===== src/rtl/dfp_pkg.sv =====
package dfp_pkg;

  // How the finishing scan step classified the digit string
  typedef enum logic [1:0] {
    CLS_NORM  = 2'd0,
    CLS_ZERO  = 2'd1,
    CLS_UNDER = 2'd2
  } dfp_cls_e;

  typedef enum logic {
    ST_IDLE = 1'b0,
    ST_SCAN = 1'b1
  } dfp_state_e;

  // Highest code of the two-digit exponent field; reserved for infinity
  localparam int CODE_TOP = 99;

endpackage


===== src/rtl/dfp_digit_norm.sv =====
module dfp_digit_norm #(
  parameter int TOT_DIGITS  = 24,
  parameter int MANT_DIGITS = 12,
  parameter int EW          = 8,
  parameter int INIT_EXP    = 12,
  parameter int MIN_EXP     = -48
) (
  input  logic                        clk,
  input  logic                        rst_n,
  input  logic                        load_i,
  input  logic                        shift_i,
  input  logic [TOT_DIGITS*4-1:0]     digits_i,
  output logic [MANT_DIGITS*4-1:0]    mant_o,
  output logic signed [EW-1:0]        exp_o,
  output logic                        lead_zero_o,
  output logic                        all_zero_o,
  output logic                        at_floor_o
);

  localparam int SW = TOT_DIGITS * 4;
  localparam int MW = MANT_DIGITS * 4;
  localparam logic signed [EW-1:0] INIT_S  = EW'(INIT_EXP);
  localparam logic signed [EW-1:0] FLOOR_S = EW'(MIN_EXP);
  localparam logic signed [EW-1:0] ONE_S   = EW'(1);

  logic [SW-1:0]        str_q, str_d;
  logic signed [EW-1:0] exp_q, exp_d;
  logic                 en;

  assign en = load_i | shift_i;

  always_comb begin
    str_d = str_q;
    exp_d = exp_q;
    if (load_i) begin
      str_d = digits_i;
      exp_d = INIT_S;
    end else if (shift_i) begin
      str_d = {str_q[SW-5:0], 4'h0};
      exp_d = exp_q - ONE_S;
    end
  end

  always_ff @(posedge clk or negedge rst_n) begin
    if (!rst_n) begin
      str_q <= '0;
      exp_q <= '0;
    end else if (en) begin
      str_q <= str_d;
      exp_q <= exp_d;
    end
  end

  assign mant_o      = str_q[SW-1 -: MW];
  assign exp_o       = exp_q;
  assign lead_zero_o = (str_q[SW-1 -: 4] == 4'h0);
  assign all_zero_o  = ~|str_q;
  assign at_floor_o  = (exp_q == FLOOR_S);

endmodule


===== src/rtl/dfp_exp_code.sv =====
module dfp_exp_code
  import dfp_pkg::*;
#(
  parameter int MANT_DIGITS = 12,
  parameter int EW          = 8,
  parameter int EXP_BIAS    = 49
) (
  input  dfp_cls_e                    cls_i,
  input  logic signed [EW-1:0]        exp_i,
  input  logic [MANT_DIGITS*4-1:0]    mant_i,
  output logic [7:0]                  code_o,
  output logic [MANT_DIGITS*4-1:0]    mant_o,
  output logic                        zero_o,
  output logic                        ovf_o,
  output logic                        unf_o
);

  localparam int EMAX = CODE_TOP - 1 - EXP_BIAS;
  localparam logic signed [EW-1:0] EMAX_S = EW'(EMAX);
  localparam logic signed [EW-1:0] BIAS_S = EW'(EXP_BIAS);

  logic [6:0] bv;
  logic [3:0] tens;
  logic [3:0] units;

  // Biased exponent to two BCD digits by comparing against multiples of ten
  always_comb begin
    bv   = 7'(exp_i + BIAS_S);
    tens = 4'd0;
    for (int k = 1; k < 10; k++) begin
      if (bv >= 7'(k * 10)) tens = 4'(k);
    end
    units = 4'(bv - 7'(tens) * 7'd10);
  end

  always_comb begin
    code_o = 8'h00;
    mant_o = '0;
    zero_o = 1'b0;
    ovf_o  = 1'b0;
    unf_o  = 1'b0;
    unique case (cls_i)
      CLS_ZERO:  zero_o = 1'b1;
      CLS_UNDER: unf_o  = 1'b1;
      default: begin
        if (exp_i > EMAX_S) begin
          ovf_o  = 1'b1;
          code_o = 8'h99;
        end else begin
          code_o = {tens, units};
          mant_o = mant_i;
        end
      end
    endcase
  end

endmodule


===== src/rtl/dfp_seq.sv =====
module dfp_seq
  import dfp_pkg::*;
(
  input  logic     clk,
  input  logic     rst_n,
  input  logic     start_i,
  input  logic     all_zero_i,
  input  logic     lead_zero_i,
  input  logic     at_floor_i,
  output logic     load_o,
  output logic     shift_o,
  output logic     fin_o,
  output dfp_cls_e cls_o,
  output logic     busy_o
);

  dfp_state_e st_q, st_d;

  always_comb begin
    st_d    = st_q;
    load_o  = 1'b0;
    shift_o = 1'b0;
    fin_o   = 1'b0;
    cls_o   = CLS_NORM;
    unique case (st_q)
      ST_IDLE: begin
        if (start_i) begin
          load_o = 1'b1;
          st_d   = ST_SCAN;
        end
      end
      default: begin
        if (all_zero_i) begin
          fin_o = 1'b1;
          cls_o = CLS_ZERO;
        end else if (!lead_zero_i) begin
          fin_o = 1'b1;
          cls_o = CLS_NORM;
        end else if (at_floor_i) begin
          fin_o = 1'b1;
          cls_o = CLS_UNDER;
        end else begin
          shift_o = 1'b1;
        end
        if (fin_o) st_d = ST_IDLE;
      end
    endcase
  end

  always_ff @(posedge clk or negedge rst_n) begin
    if (!rst_n) st_q <= ST_IDLE;
    else        st_q <= st_d;
  end

  assign busy_o = (st_q == ST_SCAN);

endmodule


===== src/rtl/dfp_rst_sync.sv =====
module dfp_rst_sync (
  input  logic clk,
  input  logic rst_n,
  output logic rst_n_sync
);

  logic r1_q, r2_q;

  always_ff @(posedge clk or negedge rst_n) begin
    if (!rst_n) begin
      r1_q <= 1'b0;
      r2_q <= 1'b0;
    end else begin
      r1_q <= 1'b1;
      r2_q <= r1_q;
    end
  end

  assign rst_n_sync = r2_q;

endmodule


===== src/rtl/dfp_bcd_packer.sv =====
module dfp_bcd_packer
  import dfp_pkg::*;
#(
  parameter int INT_DIGITS  = 12,
  parameter int FRAC_DIGITS = 12,
  parameter int MANT_DIGITS = 12,
  parameter int EXP_BIAS    = 49
) (
  input  logic                           clk,
  input  logic                           rst_n,
  input  logic                           start_i,
  input  logic                           sign_i,
  input  logic [INT_DIGITS*4-1:0]        int_digits_i,
  input  logic [FRAC_DIGITS*4-1:0]       frac_digits_i,
  output logic                           busy_o,
  output logic                           done_o,
  output logic [4*(MANT_DIGITS+3)-1:0]   word_o,
  output logic                           zero_o,
  output logic                           ovf_o,
  output logic                           unf_o
);

  localparam int TOT_DIGITS = INT_DIGITS + FRAC_DIGITS;
  localparam int MW         = MANT_DIGITS * 4;
  localparam int WW         = MW + 12;
  localparam int EW         = $clog2(TOT_DIGITS + 2 * EXP_BIAS + 4) + 1;
  localparam int MIN_EXP    = 1 - EXP_BIAS;

  logic                 rst_ns;
  logic                 load, shift, fin, lead_zero, all_zero, at_floor;
  dfp_cls_e             cls;
  logic [MW-1:0]        mant_raw, mant_fmt;
  logic signed [EW-1:0] exp_cur;
  logic [7:0]           code;
  logic                 f_zero, f_ovf, f_unf;

  logic                 sign_q;
  logic [WW-1:0]        word_q, word_d;
  logic                 zero_q, ovf_q, unf_q, done_q;

  dfp_rst_sync u_rst (
    .clk        (clk),
    .rst_n      (rst_n),
    .rst_n_sync (rst_ns)
  );

  dfp_seq u_seq (
    .clk         (clk),
    .rst_n       (rst_ns),
    .start_i     (start_i),
    .all_zero_i  (all_zero),
    .lead_zero_i (lead_zero),
    .at_floor_i  (at_floor),
    .load_o      (load),
    .shift_o     (shift),
    .fin_o       (fin),
    .cls_o       (cls),
    .busy_o      (busy_o)
  );

  dfp_digit_norm #(
    .TOT_DIGITS  (TOT_DIGITS),
    .MANT_DIGITS (MANT_DIGITS),
    .EW          (EW),
    .INIT_EXP    (INT_DIGITS),
    .MIN_EXP     (MIN_EXP)
  ) u_norm (
    .clk         (clk),
    .rst_n       (rst_ns),
    .load_i      (load),
    .shift_i     (shift),
    .digits_i    ({int_digits_i, frac_digits_i}),
    .mant_o      (mant_raw),
    .exp_o       (exp_cur),
    .lead_zero_o (lead_zero),
    .all_zero_o  (all_zero),
    .at_floor_o  (at_floor)
  );

  dfp_exp_code #(
    .MANT_DIGITS (MANT_DIGITS),
    .EW          (EW),
    .EXP_BIAS    (EXP_BIAS)
  ) u_code (
    .cls_i  (cls),
    .exp_i  (exp_cur),
    .mant_i (mant_raw),
    .code_o (code),
    .mant_o (mant_fmt),
    .zero_o (f_zero),
    .ovf_o  (f_ovf),
    .unf_o  (f_unf)
  );

  assign word_d = {3'b000, sign_q, code, mant_fmt};

  // Sign is captured with the digits
  always_ff @(posedge clk or negedge rst_ns) begin
    if (!rst_ns)   sign_q <= 1'b0;
    else if (load) sign_q <= sign_i;
  end

  // Result register, written only when a scan finishes
  always_ff @(posedge clk or negedge rst_ns) begin
    if (!rst_ns) begin
      word_q <= '0;
      zero_q <= 1'b0;
      ovf_q  <= 1'b0;
      unf_q  <= 1'b0;
    end else if (fin) begin
      word_q <= word_d;
      zero_q <= f_zero;
      ovf_q  <= f_ovf;
      unf_q  <= f_unf;
    end
  end

  always_ff @(posedge clk or negedge rst_ns) begin
    if (!rst_ns) done_q <= 1'b0;
    else         done_q <= fin;
  end

  assign word_o = word_q;
  assign zero_o = zero_q;
  assign ovf_o  = ovf_q;
  assign unf_o  = unf_q;
  assign done_o = done_q;

endmodule


===== config.mk =====
export PLATFORM = sky130hd
export DESIGN_NAME = dfp_bcd_packer
export DESIGN_NICKNAME = d
export VERILOG_FILES = /design/src/rtl/dfp_pkg.sv /design/src/rtl/dfp_digit_norm.sv /design/src/rtl/dfp_exp_code.sv /design/src/rtl/dfp_seq.sv /design/src/rtl/dfp_rst_sync.sv /design/src/rtl/dfp_bcd_packer.sv
export SDC_FILE = /design/constraint.sdc
export NUM_CORES = 1
export LEC_CHECK = 0
export ABC_CLOCK_PERIOD_IN_PS = 9100
export BUFFER_PORTS_ARGS = -buffer_cell sky130_fd_sc_hd__buf_2
export CAP_MARGIN = 20
export CELL_PAD_IN_SITES_DETAIL_PLACEMENT = 1
export CELL_PAD_IN_SITES_GLOBAL_PLACEMENT = 2
export CORE_ASPECT_RATIO = 1.5
export CORE_MARGIN = 4
export CORE_UTILIZATION = 37
export CTS_CLUSTER_SIZE = 30
export DETAILED_ROUTE_END_ITERATION = 8
export GPL_ROUTABILITY_DRIVEN = 0
export GPL_TIMING_DRIVEN = 0
export PLACE_DENSITY_LB_ADDON = 0.1
export SLEW_MARGIN = 20
export SYNTH_ARGS = -nofsm -noshare
export SYNTH_HDL_FRONTEND = slang
export SYNTH_SLANG_ARGS = --single-unit

===== constraint.sdc =====
create_clock -name clk -period 9.1 [get_ports clk]
set_input_delay 2.73 -clock clk [delete_from_list [all_inputs] [get_ports clk]]
set_output_delay 2.73 -clock clk [all_outputs]
set_load 0.05 [all_outputs]

==> flow_summary.toml <==
[yosys]
synth.most_common_cell = "dfrtp_1"
syn_area_per_cell_um2 = 10.4
synthArstFlopShare = 1.00
ys_types = 56
netlist_top_cells_area = "dfrtp_1, a22oi_1, o21ai_0"
synth.top_cell.area_share = 0.551
netlist_instances = 741
synth-edff-count = 0
yosysSeqAreaShare = 0.551
yosys_warnings = 0
ys_ff_latch = 169
synth_common_cells = "dfrtp_1, o21ai_0, inv_1, a22oi_1, a22o_1"
synthFlopType = "dfrtp_1"
synth_largest_area_cell = "dfrtp_1"
syn_area_mm2 = 0.00767

[power_and_ir_drop]
power_frac_clock = 0.196
leakage_nw = 4.47
p_sw_frac = 0.463
p_comb_frac = 0.402
pwr-share-seq = 0.402
irDropWorstVdd_mv = 0.156
intPower_mw = 1.88
power_switching_mw = 1.62
power_density_mw_per_mm2 = 369

[die]
die_w_um = 126
ios = 165
die_h_um = 184
die_area_mm2 = 0.0232
core_mm2 = 0.0204
rows = 64
start_util = 0.376

[placement]
hpwlAfterDp_um = 19200
numPortBuffers = 161

[critical_path]
crit_fanout = 10
worst-setup-path-type = "input port to register"
start_kind = "input port"
cp.arrival_ps = 4550
crit_path_end_kind = "register"
crit_chain = "buf_2 > nor2b_1 > clkbuf_1 > clkbuf_1 > clkbuf_1 > a22oi_1 > o21ai_0"
critPathBufInv = 4
critical-path-slowest-cell = "clkbuf_1"
cp_slowest_stage_delay_ps = 480
cp_data_required_time_ps = 9440
path_common_cell = "clkbuf_1"
cpLargestDelayFamily = "buffers and inverters"

[timing]
skew_ps = 7.64
tns_ps = 0
setup_violations = 0
period_needed_ps = 4210
hold_viol_final = 0
fmax_mhz = 237
slew_headroom = 0.302
finalMaxSlewViolations = 0
fin_crit_sh = 0.463
tightest_slew_ps = 1040
rsz0062_at_grt = "false"

[global_routing]
grt_max_degree = 57
grt_overflow = 0
grt_pass1_vias = 7265
antenna_found_initial = 3
grt_pass1_wl_um = 40400
track_usage = 0.222

[detailed_routing]
wl_per_cell_um = 21.1
drt_iter0_markers = 422
num_vias = 6671
avgViaCountPerCell = 5.55
ant_nets = 0
wl_um = 25300
drc = 0
firstDrtPassIters = 4

[clock_tree]
insertion_delay_ps = 430
post_cts_resized = 0
cts_hold_buffers = 0
ctsRootBufferMaster = "clkbuf_16"
clockBufferDepth = 2
clock-sinks = 169
cts_setup_buffers = 0
path_clk_slew_ps = 70
htreeDepth = 4
cts_made_buffers = 17
cts_tree = "built"

[cells_and_area]
antenna_cells = 0
fill_cells = 2351
fin_nets = 1032
area_growth_pct = 23.2
drive_gt1_frac = 0.243
final_util = 0.463

[run]
drv_cap = 0

[status]
outcome = "complete, no violations"

[hold_path]
hp-class = "register to asynchronous set/reset pin"
==> per-stage QoR <==
step / instances / total power, mW / hold WS (ps) / setup slack (ps) / cell area, µm²
after global placement: 1168 / 2.77 / 344 / 2080 / 8820
after detailed placement: 1171 / 2.83 / 214 / 4380 / 8900
final: 1203 / 3.49 / 208 / 4890 / 9460
after CTS: 1203 / 3.53 / 219 / 4820 / 9460
after floorplan: 743 / 2.33 / 331 / 4040 / 7680
after global routing: 1203 / 3.73 / 239 / 4730 / 9460
==> path summary, 6_finish.rpt <==
path / startpoint / end / slack (ps) / cells after the start
min in group clk: u_rst.r1_q$_DFF_PN0_ / u_rst.rst_n_sync$_DFF_PN0_ / 360 / 0
max in group asynchronous: rst_n / u_rst.rst_n_sync$_DFF_PN0_ / 6920 / 1
worst min register to register: u_rst.rst_n_sync$_DFF_PN0_ / u_norm.str_q[28]$_DFFE_PN0P_ / 210 / 0
worst max register to register: u_norm.exp_o[0]$_DFFE_PN0P_ / word_o[51]$_DFFE_PN0P_ / 5110 / 13
worst max-delay path: start_i / u_norm.str_q[94]$_DFFE_PN0P_ / 4890 / 7
worst min-delay path: u_rst.rst_n_sync$_DFF_PN0_ / u_norm.str_q[28]$_DFFE_PN0P_ / 210 / 0
==> state kept, by name (all words and copies together) (netlist names) <==
register and count:
u_rst.rst_n_sync 1, u_norm.str_q 96, unf_o 1, u_seq.busy_o 1, done_o 1, sign_q 1, u_rst.r1_q 1, zero_o 1
u_norm.exp_o 8, word_o 57, ovf_o 1
==> power by group through the flow <==
stage / sequential (mW) / clock [mW] / combinational (mW)
floorplan: 1.70 / 0 / 0.630
global placement: 1.42 / 0 / 1.35
detailed placement: 1.42 / 0 / 1.41
CTS: 1.41 / 0.700 / 1.42
global route: 1.45 / 0.732 / 1.54
finish: 1.41 / 0.684 / 1.40
==> cells by family (layout without fill, tap and decap cells) <==
family	count (synthesis)	in the layout	synth area share
adder cells (fa/ha/maj)	7	7	0.0121
other	2	4	0.000979
multiplexers	9	9	0.0121
flip-flops	169	169	0.551
AND/OR/NAND/NOR	102	102	0.0748
AO/OA/AOI/OAI	289	289	0.260
XOR/XNOR	8	8	0.0101
buffers and inverters	155	351	0.0794
==> per-layer routing <==
layer	up-vias	wire length (µm)	GRT usage
li1	3056	-	-
met1	3404	10500	0.269
met2	162	13100	0.384
met3	43	1010	0.0499
met4	6	737	0.0846
met5	-	32	0
==> cells in the final DEF (no fill, tap or decap), types with 5 or more instances in the layout <==
master / n
a22oi_1: 89
o21ai_1: 6
a22o_1: 49
dfrtp_1: 168
a21oi_1: 14
o21ai_0: 99
inv_1: 97
ha_1: 5
nand4_1: 9
inv_6: 6
mux2i_1: 7
buf_2: 174
nor2_1: 11
clkbuf_16: 17
nand2_1: 27
clkbuf_1: 40
nor4_1: 25
==> layout make-up <==
class | instances | area [µm²] | area share
Timing Repair Buffer | 164 | 888 | 0.0939
Buffer | 56 | 238 | 0.0251
Inverter | 99 | 372 | 0.0393
Multi-Input combinational cell | 419 | 2840 | 0.301
Clock buffer | 18 | 439 | 0.0464
Clock inverter | 14 | 113 | 0.0119
Sequential cell | 169 | 4230 | 0.448
Tap cell | 264 | 330 | 0.0349
Note: power is estimated with default switching activity, not from simulation.
